==> src/rtl/hpi_pkg.sv <==
// Package: shared constants and types for the host-port request logic.
// Assumes an 8-bit host data path and a 3-bit register address.
package hpi_pkg;

    localparam int HPI_ADDR_W = 3;

    localparam logic [HPI_ADDR_W-1:0] ADR_CTRL = 3'd0;
    localparam logic [HPI_ADDR_W-1:0] ADR_CMD  = 3'd1;
    localparam logic [HPI_ADDR_W-1:0] ADR_STAT = 3'd2;
    localparam logic [HPI_ADDR_W-1:0] ADR_VEC  = 3'd3;
    localparam logic [HPI_ADDR_W-1:0] ADR_DATA = 3'd4;

    // Status bit positions decoded by the host software
    localparam int ST_RXF = 0;
    localparam int ST_TXE = 1;
    localparam int ST_DMA = 6;
    localparam int ST_REQ = 7;

    // Control register layout: [3:2] mode, [1] rx enable, [0] tx enable
    typedef struct packed {
        logic [1:0] mode;
        logic       rx_en;
        logic       tx_en;
    } hpi_ctrl_t;

    localparam int CTRL_W = $bits(hpi_ctrl_t);

endpackage

==> src/rtl/hpi_flags.sv <==
// Module: data-register handshake flags.
// Holds the receive byte with its full flag and the transmit byte with its
// empty flag. Core set strobes take priority over host clears.
// Assumes strobes are one cycle wide.
module hpi_flags #(
    parameter int DATA_W = 8
) (
    input  logic              clk,
    input  logic              rst_n,
    input  logic              host_rd_data,
    input  logic              host_wr_data,
    input  logic [DATA_W-1:0] wdata,
    input  logic              rx_load,
    input  logic [DATA_W-1:0] rx_din,
    input  logic              tx_take,
    output logic              rx_full,
    output logic              tx_empty,
    output logic [DATA_W-1:0] rx_q,
    output logic [DATA_W-1:0] tx_q
);

    // Receive byte and full flag; a core load beats a host read
    always_ff @(posedge clk) begin
        if (!rst_n) begin
            rx_full <= 1'b0;
            rx_q    <= '0;
        end else if (rx_load) begin
            rx_full <= 1'b1;
            rx_q    <= rx_din;
        end else if (host_rd_data) begin
            rx_full <= 1'b0;
        end
    end

    // Transmit byte storage, written by the host
    always_ff @(posedge clk) begin
        if (!rst_n)
            tx_q <= '0;
        else if (host_wr_data)
            tx_q <= wdata;
    end

    // Transmit empty flag; a core take beats a host write
    always_ff @(posedge clk) begin
        if (!rst_n)
            tx_empty <= 1'b1;
        else if (tx_take)
            tx_empty <= 1'b1;
        else if (host_wr_data)
            tx_empty <= 1'b0;
    end

    AST_RX_SET_WINS: assert property (@(posedge clk) disable iff (!rst_n)
        rx_load |=> rx_full);
    AST_RX_CLEARED: assert property (@(posedge clk) disable iff (!rst_n)
        (host_rd_data && !rx_load) |=> !rx_full);
    AST_TX_SET_WINS: assert property (@(posedge clk) disable iff (!rst_n)
        tx_take |=> tx_empty);
    AST_TX_CLEARED: assert property (@(posedge clk) disable iff (!rst_n)
        (host_wr_data && !tx_take) |=> !tx_empty);

endmodule

==> src/rtl/hpi_cmd.sv <==
// Module: host command register.
// Stores a pending bit and a command vector. Host writes are accepted only
// while no command is pending; the core accept strobe clears the pending bit.
module hpi_cmd #(
    parameter int VEC_W = 5
) (
    input  logic             clk,
    input  logic             rst_n,
    input  logic             wr_cmd,
    input  logic             wr_pend,
    input  logic [VEC_W-1:0] wr_vec,
    input  logic             accept,
    output logic             pend,
    output logic [VEC_W-1:0] vec
);

    // Pending bit and vector; guarded against overwrite while pending
    always_ff @(posedge clk) begin
        if (!rst_n) begin
            pend <= 1'b0;
            vec  <= '0;
        end else if (pend) begin
            if (accept)
                pend <= 1'b0;
        end else if (wr_cmd) begin
            pend <= wr_pend;
            vec  <= wr_vec;
        end
    end

    AST_CMD_HOLD: assert property (@(posedge clk) disable iff (!rst_n)
        (pend && !accept) |=> (pend && $stable(vec)));
    AST_CMD_DONE: assert property (@(posedge clk) disable iff (!rst_n)
        (pend && accept) |=> !pend);

endmodule

==> src/rtl/hpi_ctrl.sv <==
// Module: control and vector registers plus the request combiner.
// The request is formed only in mode 00 from the masked flags.
// Assumes the vector reset value fits DATA_W.
module hpi_ctrl
    import hpi_pkg::*;
#(
    parameter int          DATA_W  = 8,
    parameter logic [7:0]  VEC_RST = 8'h0F
) (
    input  logic              clk,
    input  logic              rst_n,
    input  logic              wr_ctrl,
    input  logic              wr_vec,
    input  logic [CTRL_W-1:0] ctrl_din,
    input  logic [DATA_W-1:0] vec_din,
    input  logic              rx_full,
    input  logic              tx_empty,
    output hpi_ctrl_t         ctrl,
    output logic [DATA_W-1:0] vec,
    output logic              dma,
    output logic              irq
);

    // Control register holding masks and mode
    always_ff @(posedge clk) begin
        if (!rst_n)
            ctrl <= '0;
        else if (wr_ctrl)
            ctrl <= hpi_ctrl_t'(ctrl_din);
    end

    // Vector register presented on acknowledge
    always_ff @(posedge clk) begin
        if (!rst_n)
            vec <= DATA_W'(VEC_RST);
        else if (wr_vec)
            vec <= vec_din;
    end

    // Mode decode and masked request combination
    always_comb begin
        dma = |ctrl.mode;
        irq = !dma && ((ctrl.tx_en && tx_empty) || (ctrl.rx_en && rx_full));
    end

endmodule

==> src/rtl/hpi_bus.sv <==
// Module: host read path.
// Registers the addressed register one cycle after the read strobe and
// overrides it with the vector while the vector condition holds.
module hpi_bus
    import hpi_pkg::*;
#(
    parameter int DATA_W = 8,
    parameter int N_REG  = 5
) (
    input  logic                  clk,
    input  logic                  rst_n,
    input  logic                  rd,
    input  logic [HPI_ADDR_W-1:0] addr,
    input  logic [N_REG*DATA_W-1:0] regs_flat,
    input  logic                  vec_drive,
    input  logic [DATA_W-1:0]     vec,
    output logic [DATA_W-1:0]     rdata,
    output logic                  rdata_oe
);

    localparam int N_ADDR = 1 << HPI_ADDR_W;

    logic [DATA_W-1:0] reg_arr [N_ADDR];
    logic [DATA_W-1:0] sel;
    logic [DATA_W-1:0] rd_data_q;
    logic              rd_q;

    // Unpack readable registers; unmapped addresses read zero
    for (genvar g = 0; g < N_ADDR; g++) begin : g_map
        if (g < N_REG) begin : g_real
            assign reg_arr[g] = regs_flat[g*DATA_W +: DATA_W];
        end else begin : g_zero
            assign reg_arr[g] = '0;
        end
    end

    // Address mux
    always_comb sel = reg_arr[addr];

    // Register read data one cycle after the strobe
    always_ff @(posedge clk) begin
        if (!rst_n) begin
            rd_q      <= 1'b0;
            rd_data_q <= '0;
        end else begin
            rd_q <= rd;
            if (rd)
                rd_data_q <= sel;
        end
    end

    // Bus output: vector has priority over read data
    always_comb begin
        rdata_oe = vec_drive || rd_q;
        rdata    = vec_drive ? vec : rd_data_q;
    end

endmodule

==> src/rtl/hpi_irq_top.sv <==
// Module: host-port request and vector logic, top level.
// Decodes host accesses, assembles the status byte and drives the
// open-drain request line and the host bus. Assumes DATA_W >= 8.
module hpi_irq_top
    import hpi_pkg::*;
#(
    parameter int         DATA_W  = 8,
    parameter int         VEC_W   = 5,
    parameter logic [7:0] VEC_RST = 8'h0F
) (
    input  logic                  clk,
    input  logic                  rst_n,
    input  logic [HPI_ADDR_W-1:0] host_addr,
    input  logic                  host_rd,
    input  logic                  host_wr,
    input  logic [DATA_W-1:0]     host_wdata,
    input  logic                  host_ack,
    output logic [DATA_W-1:0]     host_rdata,
    output logic                  host_rdata_oe,
    output logic                  irq_o,
    output logic                  irq_oe,
    input  logic                  core_rx_load,
    input  logic [DATA_W-1:0]     core_rx_data,
    input  logic                  core_tx_take,
    output logic [DATA_W-1:0]     core_tx_data,
    input  logic                  core_cmd_accept,
    output logic                  core_cmd_pend,
    output logic [VEC_W-1:0]      core_cmd_vec
);

    localparam int N_REG = 5;
    localparam int CMD_PAD = DATA_W - 1 - VEC_W;

    logic              rd_data, wr_data, wr_ctrl, wr_vec, wr_cmd;
    logic              rx_full, tx_empty, dma, irq, vec_drive;
    logic [DATA_W-1:0] rx_q, vec_q;
    logic [DATA_W-1:0] ctrl_byte, cmd_byte, stat_byte;
    hpi_ctrl_t         ctrl;
    logic [N_REG*DATA_W-1:0] regs_flat;

    // Host access decode
    always_comb begin
        rd_data = host_rd && (host_addr == ADR_DATA);
        wr_data = host_wr && (host_addr == ADR_DATA);
        wr_ctrl = host_wr && (host_addr == ADR_CTRL);
        wr_vec  = host_wr && (host_addr == ADR_VEC);
        wr_cmd  = host_wr && (host_addr == ADR_CMD);
    end

    hpi_flags #(.DATA_W(DATA_W)) i_flags (
        .clk          (clk),
        .rst_n        (rst_n),
        .host_rd_data (rd_data),
        .host_wr_data (wr_data),
        .wdata        (host_wdata),
        .rx_load      (core_rx_load),
        .rx_din       (core_rx_data),
        .tx_take      (core_tx_take),
        .rx_full      (rx_full),
        .tx_empty     (tx_empty),
        .rx_q         (rx_q),
        .tx_q         (core_tx_data)
    );

    hpi_cmd #(.VEC_W(VEC_W)) i_cmd (
        .clk     (clk),
        .rst_n   (rst_n),
        .wr_cmd  (wr_cmd),
        .wr_pend (host_wdata[DATA_W-1]),
        .wr_vec  (host_wdata[VEC_W-1:0]),
        .accept  (core_cmd_accept),
        .pend    (core_cmd_pend),
        .vec     (core_cmd_vec)
    );

    hpi_ctrl #(.DATA_W(DATA_W), .VEC_RST(VEC_RST)) i_ctrl (
        .clk      (clk),
        .rst_n    (rst_n),
        .wr_ctrl  (wr_ctrl),
        .wr_vec   (wr_vec),
        .ctrl_din (host_wdata[CTRL_W-1:0]),
        .vec_din  (host_wdata),
        .rx_full  (rx_full),
        .tx_empty (tx_empty),
        .ctrl     (ctrl),
        .vec      (vec_q),
        .dma      (dma),
        .irq      (irq)
    );

    // Readable register images
    always_comb begin
        ctrl_byte = {{(DATA_W-CTRL_W){1'b0}}, ctrl};
        cmd_byte  = {core_cmd_pend, {CMD_PAD{1'b0}}, core_cmd_vec};
        stat_byte = '0;
        stat_byte[ST_REQ] = irq;
        stat_byte[ST_DMA] = dma;
        stat_byte[ST_TXE] = tx_empty;
        stat_byte[ST_RXF] = rx_full;
        regs_flat = {rx_q, vec_q, stat_byte, cmd_byte, ctrl_byte};
    end

    // Open-drain request line and vector condition
    always_comb begin
        irq_o     = 1'b0;
        irq_oe    = irq;
        vec_drive = irq && host_ack;
    end

    hpi_bus #(.DATA_W(DATA_W), .N_REG(N_REG)) i_bus (
        .clk       (clk),
        .rst_n     (rst_n),
        .rd        (host_rd),
        .addr      (host_addr),
        .regs_flat (regs_flat),
        .vec_drive (vec_drive),
        .vec       (vec_q),
        .rdata     (host_rdata),
        .rdata_oe  (host_rdata_oe)
    );

    AST_VEC_ON_BUS: assert property (@(posedge clk) disable iff (!rst_n)
        (irq_oe && host_ack) |-> (host_rdata_oe && host_rdata == vec_q));
    AST_READ_RETURNS: assert property (@(posedge clk) disable iff (!rst_n)
        host_rd |=> host_rdata_oe);
    AST_DMA_NO_REQ: assert property (@(posedge clk) disable iff (!rst_n)
        (ctrl.mode != 2'b00) |-> !irq_oe);
    AST_LINE_LOW_ONLY: assert property (@(posedge clk) disable iff (!rst_n)
        !irq_o);

endmodule

==> config.mk <==
export PLATFORM = sky130hd
export DESIGN_NAME = hpi_irq_top
export DESIGN_NICKNAME = d
export VERILOG_FILES = /design/src/rtl/hpi_pkg.sv /design/src/rtl/hpi_flags.sv /design/src/rtl/hpi_cmd.sv /design/src/rtl/hpi_ctrl.sv /design/src/rtl/hpi_bus.sv /design/src/rtl/hpi_irq_top.sv
export SDC_FILE = /design/constraint.sdc
export NUM_CORES = 1
export LEC_CHECK = 0
export ABC_AREA = 1
export ABC_CLOCK_PERIOD_IN_PS = 1700
export BUFFER_PORTS_ARGS = -buffer_cell sky130_fd_sc_hd__buf_2
export CAP_MARGIN = 20
export CORE_MARGIN = 3
export CORE_UTILIZATION = 29
export CTS_CLUSTER_SIZE = 14
export DETAILED_ROUTE_END_ITERATION = 16
export GPL_TIMING_DRIVEN = 0
export SLEW_MARGIN = 20
export SYNTH_ARGS = -nofsm -noshare
export SYNTH_HDL_FRONTEND = slang
export SYNTH_SLANG_ARGS = --single-unit
==> constraint.sdc <==
create_clock -name clk -period 1.7 [get_ports clk]
set_clock_uncertainty 0.2 [all_clocks]
set_input_delay 0.085 -clock clk [delete_from_list [all_inputs] [get_ports clk]]
set_output_delay 0.085 -clock clk [all_outputs]
set_load 0.01 [all_outputs]
==> results.tsv <==
stage	metric	value	unit
run_status	outcome	finished, final reports clean	
clocking	clock root cell	clkbuf_8	
logic_synthesis	Synthesized Nets	353	
floorplan	Core Region	7330	um^2
routing	wire length per cell	12.7	um
clocking	clock buffer count from CTS	5	
logic_synthesis	post-synth design cell area	2210	um^2
timing	Final setup viols	0	
critical_path	Req. time, crit path	1410	ps
timing	fin worst setup slack	3.59	ps
logic_synthesis	register area share after synthesis	0.407	
logic_synthesis	Async SR Flop Fraction	0	
finish	diodes inserted	0	
timing	RSZ-0062 raised after global routing	true	
global_routing	antenna violations before repair	0	
critical_path	delay-heaviest family, CP	simple AND/OR/NAND/NOR gates	
timing	setup_tns	0	ps
pwr	P_leak	1.54	nW
place	pre-CTS setup slack	98.3	ps
global_routing	total track usage	0.159	
logic_synthesis	number of flops mapped to enable cells by yosys	0	
finish	fin nets	443	
routing	DRT Pass-1 Iters	4	
critical_path	CP most frequent cell	nand2_2	
critical_path	slowest stage cell, crit path	dfxtp_2	
critical_path	critical path class	reg -> out	
routing	WL final	6.57	mm
routing	Antenna Nets Post-Route	0	
critical_path	reg2reg path depth	3	
place	Final GP Congestion	0.833	
pwr	VDD IR max	0.000467	V
floorplan	Die Height	93.3	um
floorplan	Rows	31	
routing	DRT iter0 DRCs	100	
pwr	PwrDens	745	nW/um^2
place	I/O Buffers	47	
routing	DR DRC count	0	
finish	leading cell types in the layout, fill and taps excluded	nand2_1 (104), nor2_1 (50), buf_2 (43), dfxtp_1 (40), dlygate4sd3_1 (31)	
timing	min Tclk post-route	1700	ps
routing	via count	2368	
critical_path	startpoint types	flop	
critical_path	worst-path cell chain	nand2_1 > nand2_2 > nand2_4 > nor2_4 > buf_12 > nand2_2 > nand2_2 > buf_6	
critical_path	WP buf/inv	2	
critical_path	CP Depth	8	
global_routing	largest net degree at the start of global routing	14	
clocking	CTS H-tree lvls	2	
finish	most common cell after layout, fill and taps aside	nand2_1	
clocking	clock slew at reported path FFs	90	ps
timing	Max Slew Vio Count	0	
floorplan	initial core utilization	0.302	
logic_synthesis	Synth Flop Type	dfxtp_1	
global_routing	total congestion overflow	0	
min_path	Hold WC Path Type	in -> reg	
global_routing	vias in the first global route	2286	
logic_synthesis	Mapped Avg Cell Area	6.78	um^2
critical_path	setup slack, reg-to-reg	240	ps
global_routing	first-pass GRT wire length	11.0	mm
logic_synthesis	Yosys cell types	28	
finish	non-filler instance count after layout	516	
timing	Final Cycle Share	0.998	
timing	Worst Hold Slack	15.7	ps
routing	routed vias/inst	4.59	
timing	Fin. Hold Viols	0	
timing	Max Freq	589	MHz
floorplan	Die ar.	8710	um^2
logic_synthesis	register bit total from synthesis	45	
finish	Area Growth Syn to Fin	42.6	%
critical_path	FF-to-FF End	i_flags.rx_q[1]	
flow_run	max_cap viols	0	
critical_path	Crit. End Element	output pin	
clocking	CTS sink count	45	
critical_path	max incr delay on CP	360	ps
critical_path	reg-to-reg startpoint	i_flags.rx_q[1]	
logic_synthesis	Mapped Cells	326	
critical_path	Critical Path AT	1410	ps
floorplan	die width	93.3	um
critical_path	critical path launch point	i_flags.tx_empty	
place	Post-DP HPWL	4.64	mm
critical_path	CP Capture Point	host_rdata[2]	
critical_path	crit path max fanout	7	
clocking	clock latency on the worst-skew pair	300	ps
clocking	CTS tree	yes	
logic_synthesis	Yosys Warn Count	0	
place	Placed Cells	472	
floorplan	num ports	52	
clocking	Clock Path Buffers	2	
finish	fraction of layout cells with a size suffix above 1	0.281	
==> worst min-delay path, stage by stage <==
cell	delay (ps)
buf_6	120
inv_2	80
nand2_1	70
nand3_1	70
nand2_1	70
==> routing by layer <==
layer | global-route usage | part of all wire | up-vias
met5 | 0 | 0 | -
met4 | 0.0525 | 0.019 | 0
met3 | 0.0410 | 0.064 | 15
met2 | 0.262 | 0.47 | 69
met1 | 0.203 | 0.45 | 1074
li1 | - | - | 1210
==> area by class of cell <==
cell class                      count  area, um^2
Sequential cell                    45         910
Multi-Input combinational cell    245        1170
Tap cell                           99         124
Inverter                           18        73.8
Timing Repair Buffer               83         633
Fill cell                         761        4180
Buffer                             18         123
Clock inverter                      1        30.0
Clock buffer                        7        86.3
==> stage by stage <==
step	total power, mW	utilization	area, um^2
after CTS	2.35	0.426	3120
after floorplan	1.32	-	2210
after detailed placement	1.43	0.351	2570
after global routing	2.45	0.430	3150
after global placement	1.43	0.351	2570
final	2.35	0.430	3150
==> power breakdown <==
part	internal, mW	switching [mW]
registers	1.09	0.0277
clock network	0.480	0.374
logic	0.172	0.203
==> flip-flops by register name (all words and copies together), names as in the netlist <==
| signal | flops |
|---|---|
| i_cmd.pend | 1 |
| i_cmd.vec | 5 |
| i_flags.rx_q | 8 |
| i_bus.rd_q | 1 |
| i_ctrl.ctrl | 4 |
| i_flags.rx_full | 1 |
| i_flags.tx_q | 8 |
| i_ctrl.vec | 8 |
| i_flags.tx_empty | 1 |
| i_bus.rd_data_q | 8 |
==> worst min-delay path by stage <==
| stage | startpoint | end | slack, ps | cells past startpoint |
|---|---|---|---|---|
| global route | host_addr[1] | i_bus.rd_data_q[0] | 30 | 5 |
| CTS | rst_n | i_flags.tx_q[0] | 0.2 | 3 |
| finish | host_addr[0] | i_bus.rd_data_q[6] | 20 | 5 |
| floorplan | core_tx_take | i_flags.tx_empty | -20 | 2 |
| global placement | core_tx_take | i_flags.tx_empty | 80 | 3 |
| detailed placement | core_tx_take | i_flags.tx_empty | 80 | 3 |
==> cell families (layout without fill, tap and decap cells) <==
logic type             Yosys count  count (layout)  share of synthesized area
buffers and inverters           36             127                     0.0877
other                            1               1                    0.00170
and+or+nand+nor                216             216                      0.439
AOI/OAI and AO/OA               28              28                     0.0645
DFF                             45              45                      0.407
==> synthesized netlist by cell type (2+ instances only) <==
cell	count	share of area
nand4_1	15	0.042
buf_4	8	0.027
o21ai_0	16	0.036
inv_1	10	0.017
buf_6	3	0.015
nor2_1	51	0.087
buf_2	2	0.0045
nand2_4	2	0.010
inv_2	5	0.0085
a21oi_1	11	0.025
nand3b_1	4	0.014
dfxtp_1	45	0.41
nand2_1	120	0.20
or2_2	3	0.0085
nand3_1	9	0.020
clkbuf_1	5	0.0085
nor2_4	3	0.015
nor2_2	2	0.0057
nand2_2	3	0.0085
==> what timing repair did <==
item                       in CTS  in global routing
pin swaps                      11                  4
hold endpoints to repair       34                  0
gates resized for setup        25                  8
setup endpoints to repair       9                  9
setup buffers                   5                  0
hold buffers                   31                  0
No activity file was read; power rests on OpenSTA's default activity.
